**src/rtl/chan_len_pkg.sv**
```systemverilog
package chan_len_pkg;
  parameter int IDX_W  = 5;
  parameter int CNT_W  = 8;
  parameter int STEP   = 6;
  localparam int DEPTH = 1 << IDX_W;

  function automatic logic [CNT_W-1:0] dur_of(input logic [IDX_W-1:0] idx);
    int unsigned v;
    v = STEP * int'(idx);
    return v[CNT_W-1:0];
  endfunction
endpackage

```
**src/rtl/chan_len_table.sv**
```systemverilog
module chan_len_table
  import chan_len_pkg::*;
(
  input  logic [IDX_W-1:0] idx_i,
  output logic [CNT_W-1:0] val_o
);
  logic [CNT_W-1:0] rom [DEPTH];

  for (genvar g = 0; g < DEPTH; g++) begin : g_rom
    assign rom[g] = dur_of(IDX_W'(g));
  end

  assign val_o = rom[idx_i];
endmodule

```
**src/rtl/chan_len_counter.sv**
```systemverilog
module chan_len_counter
  import chan_len_pkg::*;
(
  input  logic             clk,
  input  logic             rst,
  input  logic             load_i,
  input  logic [CNT_W-1:0] load_val_i,
  input  logic             dec_i,
  output logic [CNT_W-1:0] count_o,
  output logic             to_zero_o
);
  logic [CNT_W-1:0] cnt_q;
  logic             nonzero;

  assign nonzero   = (cnt_q != '0);
  assign to_zero_o = dec_i && !load_i && (cnt_q == CNT_W'(1));
  assign count_o   = cnt_q;

  always_ff @(posedge clk) begin
    if (rst)                    cnt_q <= '0;
    else if (load_i)            cnt_q <= load_val_i;
    else if (dec_i && nonzero)  cnt_q <= cnt_q - CNT_W'(1);
  end

  AST_NO_WRAP: assert property (@(posedge clk) disable iff (rst)
    (!load_i && cnt_q == '0) |=> cnt_q == '0);

  AST_LOAD_WINS: assert property (@(posedge clk) disable iff (rst)
    (load_i && dec_i) |=> cnt_q == $past(load_val_i));
endmodule

```
**src/rtl/chan_len_flag.sv**
```systemverilog
module chan_len_flag (
  input  logic clk,
  input  logic rst,
  input  logic set_i,
  input  logic load_zero_i,
  input  logic drop_i,
  input  logic enable_i,
  output logic active_o
);
  logic act_q;

  always_ff @(posedge clk) begin
    if (rst)                          act_q <= 1'b0;
    else if (!enable_i)               act_q <= 1'b0;
    else if (set_i)                   act_q <= 1'b1;
    else if (load_zero_i || drop_i)   act_q <= 1'b0;
  end

  assign active_o = act_q;

  AST_OFF_CLEARS: assert property (@(posedge clk) disable iff (rst)
    !enable_i |=> !act_q);
endmodule

```
**src/rtl/chan_len_unit.sv**
```systemverilog
module chan_len_unit
  import chan_len_pkg::*;
(
  input  logic             clk,
  input  logic             rst,
  input  logic             load_i,
  input  logic [IDX_W-1:0] index_i,
  input  logic             enable_i,
  input  logic             halt_i,
  input  logic             half_tick_i,
  output logic [CNT_W-1:0] count_o,
  output logic             active_o,
  output logic             gate_o
);
  logic [CNT_W-1:0] tbl_val;
  logic             load_fire;
  logic             dec_req;
  logic             to_zero;
  logic             act;

  assign load_fire = load_i && enable_i;
  assign dec_req   = half_tick_i && !halt_i;

  chan_len_table u_table (
    .idx_i (index_i),
    .val_o (tbl_val)
  );

  chan_len_counter u_counter (
    .clk        (clk),
    .rst        (rst),
    .load_i     (load_fire),
    .load_val_i (tbl_val),
    .dec_i      (dec_req),
    .count_o    (count_o),
    .to_zero_o  (to_zero)
  );

  chan_len_flag u_flag (
    .clk         (clk),
    .rst         (rst),
    .set_i       (load_fire && (tbl_val != '0)),
    .load_zero_i (load_fire && (tbl_val == '0)),
    .drop_i      (to_zero),
    .enable_i    (enable_i),
    .active_o    (act)
  );

  assign active_o = act;
  assign gate_o   = act;

  AST_OFF_KEEPS_COUNT: assert property (@(posedge clk) disable iff (rst)
    (!enable_i && !half_tick_i) |=> $stable(count_o));

  AST_LOAD_TAKES: assert property (@(posedge clk) disable iff (rst)
    load_fire |=> (count_o == $past(tbl_val)) && (active_o == ($past(tbl_val) != '0)));

  AST_ACTIVE_NONZERO: assert property (@(posedge clk) disable iff (rst)
    active_o |-> count_o != '0);

  AST_HALT_HOLDS: assert property (@(posedge clk) disable iff (rst)
    (half_tick_i && halt_i && !load_fire) |=> $stable(count_o));
endmodule

```
**config.mk**
```make
export PLATFORM = sky130hd
export DESIGN_NAME = chan_len_unit
export DESIGN_NICKNAME = d
export VERILOG_FILES = /design/src/rtl/chan_len_pkg.sv /design/src/rtl/chan_len_table.sv /design/src/rtl/chan_len_counter.sv /design/src/rtl/chan_len_flag.sv /design/src/rtl/chan_len_unit.sv
export SDC_FILE = /design/constraint.sdc
export NUM_CORES = 1
export LEC_CHECK = 0
export ABC_AREA = 1
export BUFFER_PORTS_ARGS = -buffer_cell sky130_fd_sc_hd__buf_2
export CORE_ASPECT_RATIO = 1.25
export CORE_MARGIN = 10
export CORE_UTILIZATION = 46
export CTS_CLUSTER_DIAMETER = 80
export DETAILED_ROUTE_END_ITERATION = 8
export GPL_TIMING_DRIVEN = 0
export HOLD_SLACK_MARGIN = 0.12
export PLACE_DENSITY = 0.76
export SETUP_SLACK_MARGIN = 0.05
export SYNTH_ARGS = -nofsm -noshare
export SYNTH_HDL_FRONTEND = slang
export SYNTH_SLANG_ARGS = --single-unit
```
**constraint.sdc**
```tcl
create_clock -name clk -period 1.5 [get_ports clk]
set_clock_uncertainty 0.1 [all_clocks]
set_input_delay 0 -clock clk [delete_from_list [all_inputs] [get_ports clk]]
set_output_delay 0 -clock clk [all_outputs]
set_load 0.05 [all_outputs]
```
==> run_results.csv, run 1 <==
group,metric,value,unit
outcome,status,"complete, no violations",
critical_path,rr_worst_depth,7,
final_layout,multiInputGateArea,601,um^2
logic_synthesis,synth_xor_area_share,0,%
hold_path,hold_end,"u_counter.count_o[1]",
final_layout,nNetsFinal,198,
pwr,leakagePower,0.623,nW
logic_synthesis,synth_compound_area_share,11.2,%
detailed_routing,wire_per_inst,12.7,um
detailed_routing,drtAntennaViolNets,0,
hold_path,hold_depth,5,
critical_path,path_max_fanout,7,
die,core_area,1740,um^2
critical_path,critical_path_required,1.57,ns
clocking,clk_pin_slew,0.06,ns
critical_path,cpLargestDelayFamily,"compound AO/OA/AOI/OAI gates",
logic_synthesis,yosysUniqueCellTypes,20,
critical_path,cp_slowest_cell,"dfxtp_4",
detailed_routing,dr_total_vias,1051,
clocking,clk_path_buf_depth,2,
die,die-area,3940,um^2
logic_synthesis,netlist_area,838,um^2
critical_path,cp_cell_sequence,"inv_6, ha_4, nand2_4, o21ai_4, nand2_4, o21ai_2, nor2_1",
logic_synthesis,yosysTopAreaCellShare,21.5,%
critical_path,crit_type,"flip-flop to flip-flop",
final_layout,area_growth,40.0,%
die,num_rows,17,
critical_path,crit_buf_inv,1,
critical_path,arrival,1.52,ns
detailed_routing,viasPerCell,5.28,
logic_synthesis,avgSynthCellArea,5.90,um^2
final_layout,regArea,195,um^2
logic_synthesis,synthSimpleGateAreaFrac,47.3,%
final_layout,n_antenna_cell,0,
clocking,cts_root_buffer,"clkbuf_4",
sta,slew_headroom,80.9,%
clocking,cts_tree,"built",
placed_design,placedCellCount,181,
logic_synthesis,yosys.area_share.adder,8.96,%
placed_design,hpwl,1810,um
critical_path,cp_num_cells,7,
detailed_routing,wl,2530,um
logic_synthesis,seq_area_frac_synth,21.5,%
sta,fmax,0.687,GHz
sta,hold_viol_final,0,
sta,finalCritPeriodShare,97.0,%
critical_path,max_stage_delay,0.36,ns
final_layout,finalInstanceArea,1170,um^2
critical_path,worstSetupStartpointType,"flip-flop",
global_route,antenna_found_initial,0,
global_route,grt_usage,12.8,%
clocking,cts_sinks,9,
hold_path,min-delay-start,"load_i",
clocking,clk_latency,0.27,ns
run,cap_violations,0,
sta,setup_violations,0,
global_route,grt_pass1_wl,4060,um
critical_path,regToRegSetupSlack,0.04,ns
pwr,vdd_drop_max,0.000451,V
global_route,first_global_vias,985,
global_route,grt_overflow,0,
critical_path,crit_path_end_kind,"flip-flop",
logic_synthesis,yosysWarnings,0,
sta,worst_slew_pin_slew,0.286,ns
placed_design,port_buffers,20,
placed_design,place.gp.congestion,0.894,
die,initial_core_util,48.1,%
critical_path,r2r_end,"u_counter.count_o[2]",
detailed_routing,drt_iter0_markers,17,
detailed_routing,dr.pass1.iters,4,
critical_path,r2r_start,"u_counter.count_o[0]",
logic_synthesis,synthTopCellsByArea,"dfxtp_1, nand2_1, nand3_1, nor2_1, ha_1",
pwr,finalPower,0.00104,W
detailed_routing,drc,0,
final_layout,stdcell_count,199,
hold_path,hold_path.class,"input port to flip-flop",
die,boundaryPins,21,
final_layout,drive_above_1_share,31.1,%
sta,rsz0062_at_grt,"yes",
critical_path,crit_top_cell,"nand2_4",
logic_synthesis,syn_inst,142,
logic_synthesis,yosys.area.top_type,"dfxtp_1",
clocking,cts_max_level,1,
final_layout,final.fill_count,162,
sta,slew_viol_final,0,
pwr,power_density,889,nW/um^2
logic_synthesis,yosys_register_bits,9,
logic_synthesis,synthesis.nets,159,
logic_synthesis,synthMuxAreaShare,0,%
clocking,cts_buffers,3,
placed_design,placed_area,990,um^2
die,die_h,67.7,um
logic_synthesis,synth_top_family_by_area,"simple AND/OR/NAND/NOR gates",
die,fp.dieW,58.2,um
global_route,grt_max_degree,11,
sta,period_minus_slack,1.46,ns
per-layer routing:
metal	track usage, %	part of all wire, %	up-vias
met4	7.65	3.1	0
met1	12.4	38	478
li1	-	-	533
met3	2.25	4.6	9
met5	0	0	-
met2	24.6	54	31
what timing repair did:
action | 4_1_cts | 5_1_grt
resized for setup | 3 | 10
setup endpoints to repair | 6 | 9
pin swaps | 1 | 6
endpoints found under the hold margin | 9 | 0
setup buffers | 0 | 5
hold buffers | 9 | 0
cells by family (layout without fill, tap and decap cells):
kind of cell | count (synthesis) | in the layout
adders and majority gates | 6 | 6
AOI/OAI and AO/OA | 16 | 16
DFF | 9 | 9
buffers and inverters | 23 | 61
and+or+nand+nor | 88 | 88
through the flow:
step	hold slack [ns]	TNS (ns)	worst slack, ns	utilization (%)
floorplan	-0.0383	0	0.0713	-
global placement	0.0836	0	0.00476	56.7
detailed placement	0.0980	0	0.00827	56.7
CTS	0.144	0	0.0554	63.7
global route	0.156	-0.0161	-0.0161	67.3
finish	0.109	0	0.0446	67.3
worst max-delay path by stage:
stage | from | to | slack [ns]
3_3_place_gp | u_counter.count_o[0] | u_counter.count_o[1] | 0.005
6_report | u_counter.count_o[0] | u_counter.count_o[2] | 0.04
3_5_place_dp | u_counter.count_o[0] | u_counter.count_o[2] | 0.008
2_1_floorplan | u_counter.count_o[1] | u_counter.count_o[2] | 0.07
5_1_grt | u_counter.count_o[0] | u_counter.count_o[2] | -0.02
4_1_cts | u_counter.count_o[5] | u_counter.count_o[2] | 0.06
final cells by class:
class	count	share of cell area, %
Timing Repair Buffer	34	19.4
Clock buffer	4	2.24
Buffer	2	1.07
Sequential cell	9	16.6
Tap cell	19	2.03
Multi-Input combinational cell	110	51.2
Inverter	21	7.46
synthesized netlist by cell type:
cell type	instances
nand2_1	34
nor2_1	22
nand3_1	21
inv_1	20
dfxtp_1	9
o21ai_0	9
ha_1	6
nand4_1	4
a21oi_1	3
nand2_4	2
nor3_1	2
o21ai_1	2
buf_2	1
buf_4	1
clkinv_2	1
nor2_2	1
nor2_4	1
o211ai_1	1
o21ai_4	1
or2_2	1
layout by cell type (no fill, tap or decap), types with 2 or more instances in the layout:
cell	n
ha_1	5
buf_2	21
dfxtp_2	6
nand2_2	2
nor2_1	18
nor2_2	5
o21ai_2	2
nand2_4	2
nand2_1	32
nand4_1	4
nor3_1	2
inv_1	18
dfxtp_4	2
dlygate4sd3_1	9
clkbuf_4	3
o21ai_0	8
a21oi_1	3
buf_4	6
nand3_1	21
power breakdown:
group | internal (W) | switching, W | leakage (nW)
logic | 0.000188 | 0.000343 | 0.531
registers | 0.000272 | 0.0000438 | 0.0776
clock network | 0.000103 | 0.0000935 | 0.0150
sequential cells by signal, summed over array words and instances, names as in the netlist:
| register | flops |
|---|---|
| u_flag.active_o | 1 |
| u_counter.count_o | 8 |
tightest hold or removal path, cell delays in order:
cell,delay [ns]
buf_2,0.09
nand2_2,0.11
nand2_4,0.12
o21ai_2,0.05
nor2_1,0.07
(Power assumes the default switching activity.)
==> inputs of run 2 (changes only) <==
--- a/config.mk
+++ b/config.mk
@@ -7,15 +7,16 @@
 export LEC_CHECK = 0
 export ABC_AREA = 1
 export BUFFER_PORTS_ARGS = -buffer_cell sky130_fd_sc_hd__buf_2
-export CORE_ASPECT_RATIO = 1.25
+export CORE_ASPECT_RATIO = 0.9
 export CORE_MARGIN = 10
-export CORE_UTILIZATION = 46
+export CORE_UTILIZATION = 47
 export CTS_CLUSTER_DIAMETER = 80
 export DETAILED_ROUTE_END_ITERATION = 8
 export GPL_TIMING_DRIVEN = 0
 export HOLD_SLACK_MARGIN = 0.12
-export PLACE_DENSITY = 0.76
+export PLACE_DENSITY = 0.77
 export SETUP_SLACK_MARGIN = 0.05
 export SYNTH_ARGS = -nofsm -noshare
 export SYNTH_HDL_FRONTEND = slang
+export SYNTH_HIERARCHICAL = 1
 export SYNTH_SLANG_ARGS = --single-unit
==> run 2 against run 1 <==
Against the previous run: synthesized cell count is 0.70% higher; global-route usage is 0.17 points lower; register-to-register slack better by 0.08 ns; critical path type unchanged; largest cell class unchanged; highest routed layer unchanged.
==> run_results.csv, run 2 <==
group,metric,value,unit
outcome,status,"complete, no violations",
hold_path,hold_depth,6,
global_route,antenna_found_initial,0,
sta,hold_viol_final,0,
clocking,cts_max_level,1,
detailed_routing,viasPerCell,5.15,
critical_path,regToRegSetupSlack,0.12,ns
detailed_routing,wl,2420,um
sta,final.setup.worst_slack,0.123,ns
detailed_routing,drt_iter0_markers,26,
die,die_h,61.1,um
sta,rsz0062_at_grt,"yes",
critical_path,rr_worst_depth,9,
final_layout,final_cell_mix,"nand2_1, nor2_1, buf_2",
clocking,cts_sinks,9,
logic_synthesis,avgSynthCellArea,6.18,um^2
die,boundaryPins,21,
placed_design,port_buffers,20,
detailed_routing,drc,0,
logic_synthesis,syn_inst,143,
logic_synthesis,yosysUniqueCellTypes,25,
logic_synthesis,synthesis.nets,161,
critical_path,critical_path_required,1.61,ns
placed_design,placed_area,1030,um^2
sta,fmax,0.726,GHz
pwr,leakagePower,0.573,nW
logic_synthesis,synthTopCellsByArea,"dfxtp_1, nand2_1, nor2_1, ha_1, inv_1",
detailed_routing,wire_per_inst,12.2,um
logic_synthesis,seq_area_frac_synth,20.4,%
critical_path,cp_cell_sequence,"inv_4, ha_4, nand2_2, nor2_2, nor2_2, nand2_2, nor2_1, nor2_1, nor2_1",
clocking,clk_path_buf_depth,2,
global_route,grt_overflow,0,
global_route,grt_pass1_wl,4040,um
global_route,grt_usage,12.7,%
clocking,cts_buffers,3,
clocking,clk_latency,0.27,ns
critical_path,crit_top_cell,"nor2_1",
placed_design,hpwl,1850,um
placed_design,place.gp.congestion,0.879,
global_route,first_global_vias,990,
global_route,grt_max_degree,11,
clocking,cts_tree,"built",
logic_synthesis,netlist_area,883,um^2
clocking,cts_root_buffer,"clkbuf_4",
die,core_area,1730,um^2
hold_path,hold_path.class,"input port to flip-flop",
final_layout,final.fill_count,157,
sta,finalCritPeriodShare,91.8,%
logic_synthesis,synthArstFlopShare,0,%
logic_synthesis,synth.most_common_cell,"nand2_1",
critical_path,path_max_fanout,5,
final_layout,final_common_cell,"nand2_1",
logic_synthesis,synth_ff_type,"dfxtp_1",
die,num_rows,14,
final_layout,drive_above_1_share,35.1,%
run,cap_violations,0,
detailed_routing,dr_total_vias,1019,
logic_synthesis,yosysTopAreaCellShare,20.4,%
logic_synthesis,yosysWarnings,6,
final_layout,nNetsFinal,193,
final_layout,finalInstanceArea,1160,um^2
pwr,finalPower,0.00103,W
final_layout,largest_register_ffs,8,
final_layout,n_antenna_cell,0,
sta,slew_viol_final,0,
logic_synthesis,yosys.area.top_type,"dfxtp_1",
final_layout,area_growth,30.9,%
placed_design,post-place-ws,-0.0317,ns
critical_path,worstSetupStartpointType,"flip-flop",
die,fp.dieW,65.7,um
die,initial_core_util,50.9,%
critical_path,arrival,1.49,ns
clocking,clk_pin_slew,0.07,ns
critical_path,max_stage_delay,0.37,ns
logic_synthesis,synth_edf_count,0,
sta,setup_violations,0,
logic_synthesis,yosys_register_bits,9,
critical_path,cp_slowest_cell,"dfxtp_4",
detailed_routing,drtAntennaViolNets,0,
logic_synthesis,netlist_top_cells_count,"nand2_1, nor2_1, inv_1, nand3_1",
critical_path,crit_type,"flip-flop to flip-flop",
die,die-area,4020,um^2
detailed_routing,dr.pass1.iters,4,
pwr,vdd_drop_max,0.000666,V
pwr,power_density,888,nW/um^2
sta,period_minus_slack,1.38,ns
critical_path,crit_path_end_kind,"flip-flop",
[run 2: changes by cell type in the layout (fill, tap and decap cells not counted), moves of 2 or more]
cell	previous run	this run
a21oi_2	0	3
dlygate4sd3_1	9	5
inv_1	18	16
nand2_1	32	30
nand2_2	2	5
nand3_1	21	11
nor2_1	18	23
nor2_2	5	3
o21ai_2	2	0
[run 2: per-stage QoR]
stage,utilization (%),cells,hold slack (ns),setup TNS [ns]
6_report,66.7,198,0.138,0
5_1_grt,66.7,198,0.189,0
4_1_cts,63.8,196,0.130,0
3_5_place_dp,59.3,187,0.150,-0.0317
3_3_place_gp,59.3,187,0.150,0
2_1_floorplan,-,143,-0.0449,0
[run 2: critical path, delay by kind of cell (launching register included)]
| kind | cells | cell delay [ns] |
|---|---|---|
| flip-flops | 1 | 0.37 |
| AND/OR/NAND/NOR | 7 | 0.63 |
| adder cells (fa/ha/maj) | 1 | 0.15 |
| buffers and inverters | 1 | 0.05 |
[run 2: power by group]
group	internal [W]	switching (W)	leakage [nW]
clock network	0.0000989	0.000104	0.0177
registers	0.000271	0.0000420	0.0776
logic	0.000177	0.000335	0.478
[run 2: timing repair]
| action | 4_1_cts | 5_1_grt |
|---|---|---|
| hold buffers | 5 | 0 |
| gates resized for setup | 1 | 12 |
| pin swaps | 0 | 5 |
| setup endpoints to repair | 4 | 8 |
| hold endpoints to repair | 9 | 0 |
| buffers inserted | 0 | 2 |
[run 2: path summary, 6_finish.rpt]
path	startpoint	end
worst max-delay path	u_counter/count_o[0]	u_counter/count_o[7]
worst min register to register	u_flag/active_o	u_flag/active_o
worst min-delay path	load_i	u_flag/active_o
worst max register to register	u_counter/count_o[0]	u_counter/count_o[7]
[run 2: layer usage]
layer / wire length (um) / share of wire [%] / vias up / GRT usage (%)
li1: - / - / 516 / -
met1: 1070 / 44 / 465 / 14.2
met2: 1140 / 47 / 34 / 21.8
met3: 177 / 7.3 / 4 / 4.90
met4: 23 / 0.95 / 0 / 3.96
met5: 0 / 0 / - / 0
[run 2: cells by family after synthesis]
kind of cell	synth area share (%)
AND/OR/NAND/NOR	42.5
buffers and inverters	11.8
AO/OA/AOI/OAI	13.0
flip-flops	20.4
adder cells (fa/ha/maj)	9.91
XOR/XNOR	1.98
other	0.425
[run 2: final cells by class]
class	count	area, um^2	share of cell area (%)
clock inverters	1	5.00	0.433
inverters	19	78.8	6.82
clock buffers	3	22.5	1.95
multi-input cells	111	632	54.7
well taps	24	30.0	2.60
repair buffers	27	165	14.3
plain buffers	4	27.5	2.38
flip-flops and latches	9	195	16.9
